### src/rtl/cfe_pkg.sv
package cfe_pkg;
  localparam int INSTR_W = 32;

  typedef enum logic [2:0] {
    CF_NONE,
    CF_BRANCH,
    CF_JUMP,
    CF_CALL,
    CF_RET
  } cf_kind_e;

  typedef enum logic [1:0] {
    MODE_HOLD,
    MODE_RUN,
    MODE_FAULT
  } mode_e;
endpackage

### src/rtl/cfe_seq.sv
module cfe_seq
  import cfe_pkg::*;
#(
  parameter int MACH_W     = 2,
  parameter int STATE_W    = 4,
  parameter int ENT_W      = 23,
  parameter int ENTRY_MACH = 0
) (
  input  logic                      clk,
  input  logic                      rst_n,
  input  logic                      cfg_done,
  input  logic                      fire,
  input  logic                      viol,
  input  logic [MACH_W-1:0]         nxt_mach,
  input  logic [STATE_W-1:0]        nxt_state,
  input  logic [ENT_W-1:0]          tt_rdata,
  output logic                      tt_en,
  output logic [MACH_W+STATE_W-1:0] tt_addr,
  output mode_e                     mode,
  output logic [MACH_W-1:0]         cur_mach,
  output logic [STATE_W-1:0]        cur_state,
  output logic [ENT_W-1:0]          cur_ent,
  output logic                      ent_pending
);
  logic start;

  assign start   = (mode == MODE_HOLD) && cfg_done;
  assign tt_en   = start || fire;
  assign tt_addr = start ? {MACH_W'(ENTRY_MACH), STATE_W'(0)} : {nxt_mach, nxt_state};

  always_ff @(posedge clk or negedge rst_n) begin
    if (!rst_n) begin
      mode        <= MODE_HOLD;
      cur_mach    <= '0;
      cur_state   <= '0;
      cur_ent     <= '0;
      ent_pending <= 1'b0;
    end else begin
      if (ent_pending) cur_ent <= tt_rdata;
      case (mode)
        MODE_HOLD: begin
          if (cfg_done) begin
            mode        <= MODE_RUN;
            cur_mach    <= MACH_W'(ENTRY_MACH);
            cur_state   <= '0;
            ent_pending <= 1'b1;
          end
        end
        MODE_RUN: begin
          ent_pending <= fire;
          if (viol) mode <= MODE_FAULT;
          if (fire) begin
            cur_mach  <= nxt_mach;
            cur_state <= nxt_state;
          end
        end
        default: begin
          mode        <= MODE_FAULT;
          ent_pending <= 1'b0;
        end
      endcase
    end
  end

  assert_fault_holds_R7: assert property (@(posedge clk) disable iff (!rst_n)
    (mode == MODE_FAULT) |=> (mode == MODE_FAULT));
  assert_fetch_arms_load_R8: assert property (@(posedge clk) disable iff (!rst_n)
    tt_en |=> ent_pending);
endmodule

### config.mk
export PLATFORM = sky130hd
export DESIGN_NAME = cfe_seq
export DESIGN_NICKNAME = d
export VERILOG_FILES = /design/src/rtl/cfe_pkg.sv /design/src/rtl/cfe_seq.sv
export SDC_FILE = /design/constraint.sdc
export NUM_CORES = 1
export LEC_CHECK = 0
export ABC_AREA = 1
export BUFFER_PORTS_ARGS = -buffer_cell sky130_fd_sc_hd__buf_4
export CORE_ASPECT_RATIO = 0.7
export CORE_MARGIN = 2
export CORE_UTILIZATION = 40
export DETAILED_ROUTE_END_ITERATION = 10
export PLACE_DENSITY_LB_ADDON = 0.1
export SLEW_MARGIN = 15
export SYNTH_ARGS = -nofsm -noshare
export SYNTH_HDL_FRONTEND = slang
export SYNTH_SLANG_ARGS = --single-unit
### constraint.sdc
create_clock -name clk -period 1.7 [get_ports clk]
set_input_delay 0.085 -clock clk [delete_from_list [all_inputs] [get_ports clk]]
set_output_delay 0.085 -clock clk [all_outputs]
set_load 0.01 [all_outputs]
==> results.md <==
* Shortest period the worst path allows at 1480 ps
* Crit path DAT at ~1400 ps
* Hold EP: cur_ent[4]
* Maximum VDD drop at 0.4646 mV
* Fillcell total at between 200 and 300
* Proportion of layout cells with a drive suffix above 1 at a little under two fifths
* R2R depth at 2
* Mux contribution to synthesized area at 0%
* Lkg Pwr at roughly 0.0011 uW
* Fin nets at 261
* Final Setup Violations at 0
* Die Area at 3887 um^2
* Synth Area in XOR/XNOR at 0%
* Hold Crit Class: in -> reg
* Crit path capture type: output port
* Max cap viols at 0
* Required time of the critical path at 1620 ps
* Core ar. at 3191 um^2
* Initial Util at ~43%
* Final wirelength at 3005 um
* Antenna cell count at 0
* Die height at about 53 um
* TritonCTS clock tree: built
* # IOs at 73
* Util after Layout at around 63%
* Register area share after synthesis at 58.93%
* Slew HR at 73.63%
* Initial antenna violation count at 0
* Final Cell Area at 2001 um^2
* P&R area growth vs syn at 47.24%
* Tot GR Track Use at 17.75%
* Pin count of the biggest net entering global routing at 42
* Avg WL per Cell at 11.30 um
* Crit Path Max Fanout at 11
* First drt pass iteration count at 4
* Vias/cell at 4.556
* Final-report hold violation count at 0
* Post-Syn Area at 1359 um^2
* Total Neg Setup Slack at 0 ps
* Final HPWL DP at 2302 um
* Clk sinks at 32
* Htree depth at 2
* Worst setup SP type: flip-flop
* CTS Buffer Depth at 2
* Vias at 1212
* Largest family of logic cells by synthesized area: simple AND/OR/NAND/NOR gates
* Most frequent cells in the layout: buf_4 (73), dfrtp_1 (32), inv_1 (31), nand2_1 (31), o21ai_0 (25)
* Post-synthesis simple-gate area fraction at 18.78%
* Pre-CTS setup slack at around 530 ps
* Drt initial violations at 72
* Reg2reg end: cur_ent[3]
* Distinct cells, synth at 16
* Gr ovfl total at 0
* Worst Tran Pin Value at 395.6 ps
* Net count after synthesis at 187
* Most common cell after layout, fill and taps aside: buf_4
* Hold Startpoint: tt_rdata[4]
* Area post-placement at 1901 um^2
* Max Clk Rate at slightly below 700 MHz
* IO Port Bufs at 72
* R2r startpoint: ent_pending
* Final setup skew at about 6.4 ps
* CTS root buf: clkbuf_8
* Row count at 17
* Count of final max-slew check failures at 0
* RSZ-0062 raised after global routing: no
* Worst-skew pair later-pin latency at ~290 ps
* Synth Register Bits at 32
* Final Power at 1463 uW
* Routed Antenna Nets at 0
* Global-route wire length before repair at ~5000 um
* Worst Slack Setup Final at 220.5 ps
* FF-to-FF setup slack at about 560 ps
* Power Density at roughly 730 nW/um^2
* Synth Area in Adders at 0%
* Clock-pin slew on the worst setup and hold paths at 70 ps
* Crit Path Category: reg -> out
* Vias in the first global route at 1158
* Die X-Extent at 73.66 um
* Synth Warn # at 0
* Worst hold stages at 3
* Period utilization at a little under 90%
* DR DRC count at 0
* Num CTS Buffers at 5
* Syn_area_per_cell at ~8.9 um^2
* Compound-gate portion of the synthesized area at under 10%
* Cells after synthesis at ~150
* Routability cong. at 0.7467
* Status: finished, final reports clean
-- stage by stage --
stage	instances	hold slack [ps]
global route	266	8.805
CTS	266	6.688
global placement	257	40.40
finish	266	9.173
floorplan	153	-210.6
detailed placement	257	44.31
-- cells by family after synthesis --
logic type | after synthesis
AOI/OAI and AO/OA | 25
buffers and inverters | 40
DFF | 32
and+or+nand+nor | 56
-- final cells by class --
type                       instances  area [um^2]  share of cell area (%)
clock buffer                       8        90.09                   4.503
tap                               38        47.55                   2.376
timing repair buffer              74        558.0                   27.89
multi-input combinational         81        380.4                   19.01
inverter                          33        123.9                   6.191
sequential                        32        800.8                   40.02
-- critical path: stages, from the launching register on --
cell	delay [ps]
dfrtp_1	560
inv_2	70
nand2_2	80
nor2_4	50
or2_1	200
buf_4	140
-- synth_stat cells --
master / count / share of area [%]
buf_4: 3 / 1.7
buf_6: 2 / 1.7
inv_2: 2 / 0.55
inv_1: 31 / 8.6
nand3_1: 7 / 2.6
nand4_1: 6 / 2.8
nand2_2: 2 / 0.92
dfrtp_1: 32 / 59
nand3_2: 1 / 0.74
o21ai_0: 25 / 9.2
nor2_4: 1 / 0.83
nand2_1: 31 / 8.6
nor2_1: 7 / 1.9
clkbuf_2: 1 / 0.37
clkbuf_1: 1 / 0.28
or2_1: 1 / 0.46
-- state kept, by name, indices dropped and copies added, names as in the netlist --
register,flops
cur_mach,2
cur_ent,23
mode,2
ent_pending,1
cur_state,4
-- layer usage --
| metal | vias up | routed length (um) | GRT usage, % | part of all wire [%] |
|---|---|---|---|---|
| li1 | 614 | - | - | - |
| met5 | - | 0 | 0 | 0 |
| met2 | 37 | 1494 | 27.38 | 50 |
| met4 | 0 | 25 | 5.152 | 0.83 |
| met1 | 558 | 1289 | 22.44 | 43 |
| met3 | 3 | 195 | 8.077 | 6.5 |
-- timing repair --
action,4_1_cts,5_1_grt
setup buffers,0,0
endpoints found under the hold margin,32,0
resized for setup,0,0
hold buffers,1,0
-- how the worst max path moves through the flow --
stage / from / to / slack [ps] / cells past startpoint
after global placement: mode[0] / tt_en / 570 / 5
after CTS: mode[0] / tt_en / 220 / 5
after detailed placement: mode[0] / tt_en / 530 / 5
after global routing: mode[0] / tt_en / 100 / 5
final: mode[0] / tt_en / 220 / 5
after floorplan: mode[0] / cur_mach[0] / 680 / 5
-- report_power, final --
part           switching [uW]  total (uW)  leakage, uW  internal (uW)
sequential                  0         762     0.000322            762
clock                     265         595    0.0000455            330
combinational            42.9         106     0.000741           62.9
Power figures use the tool's default switching activity.
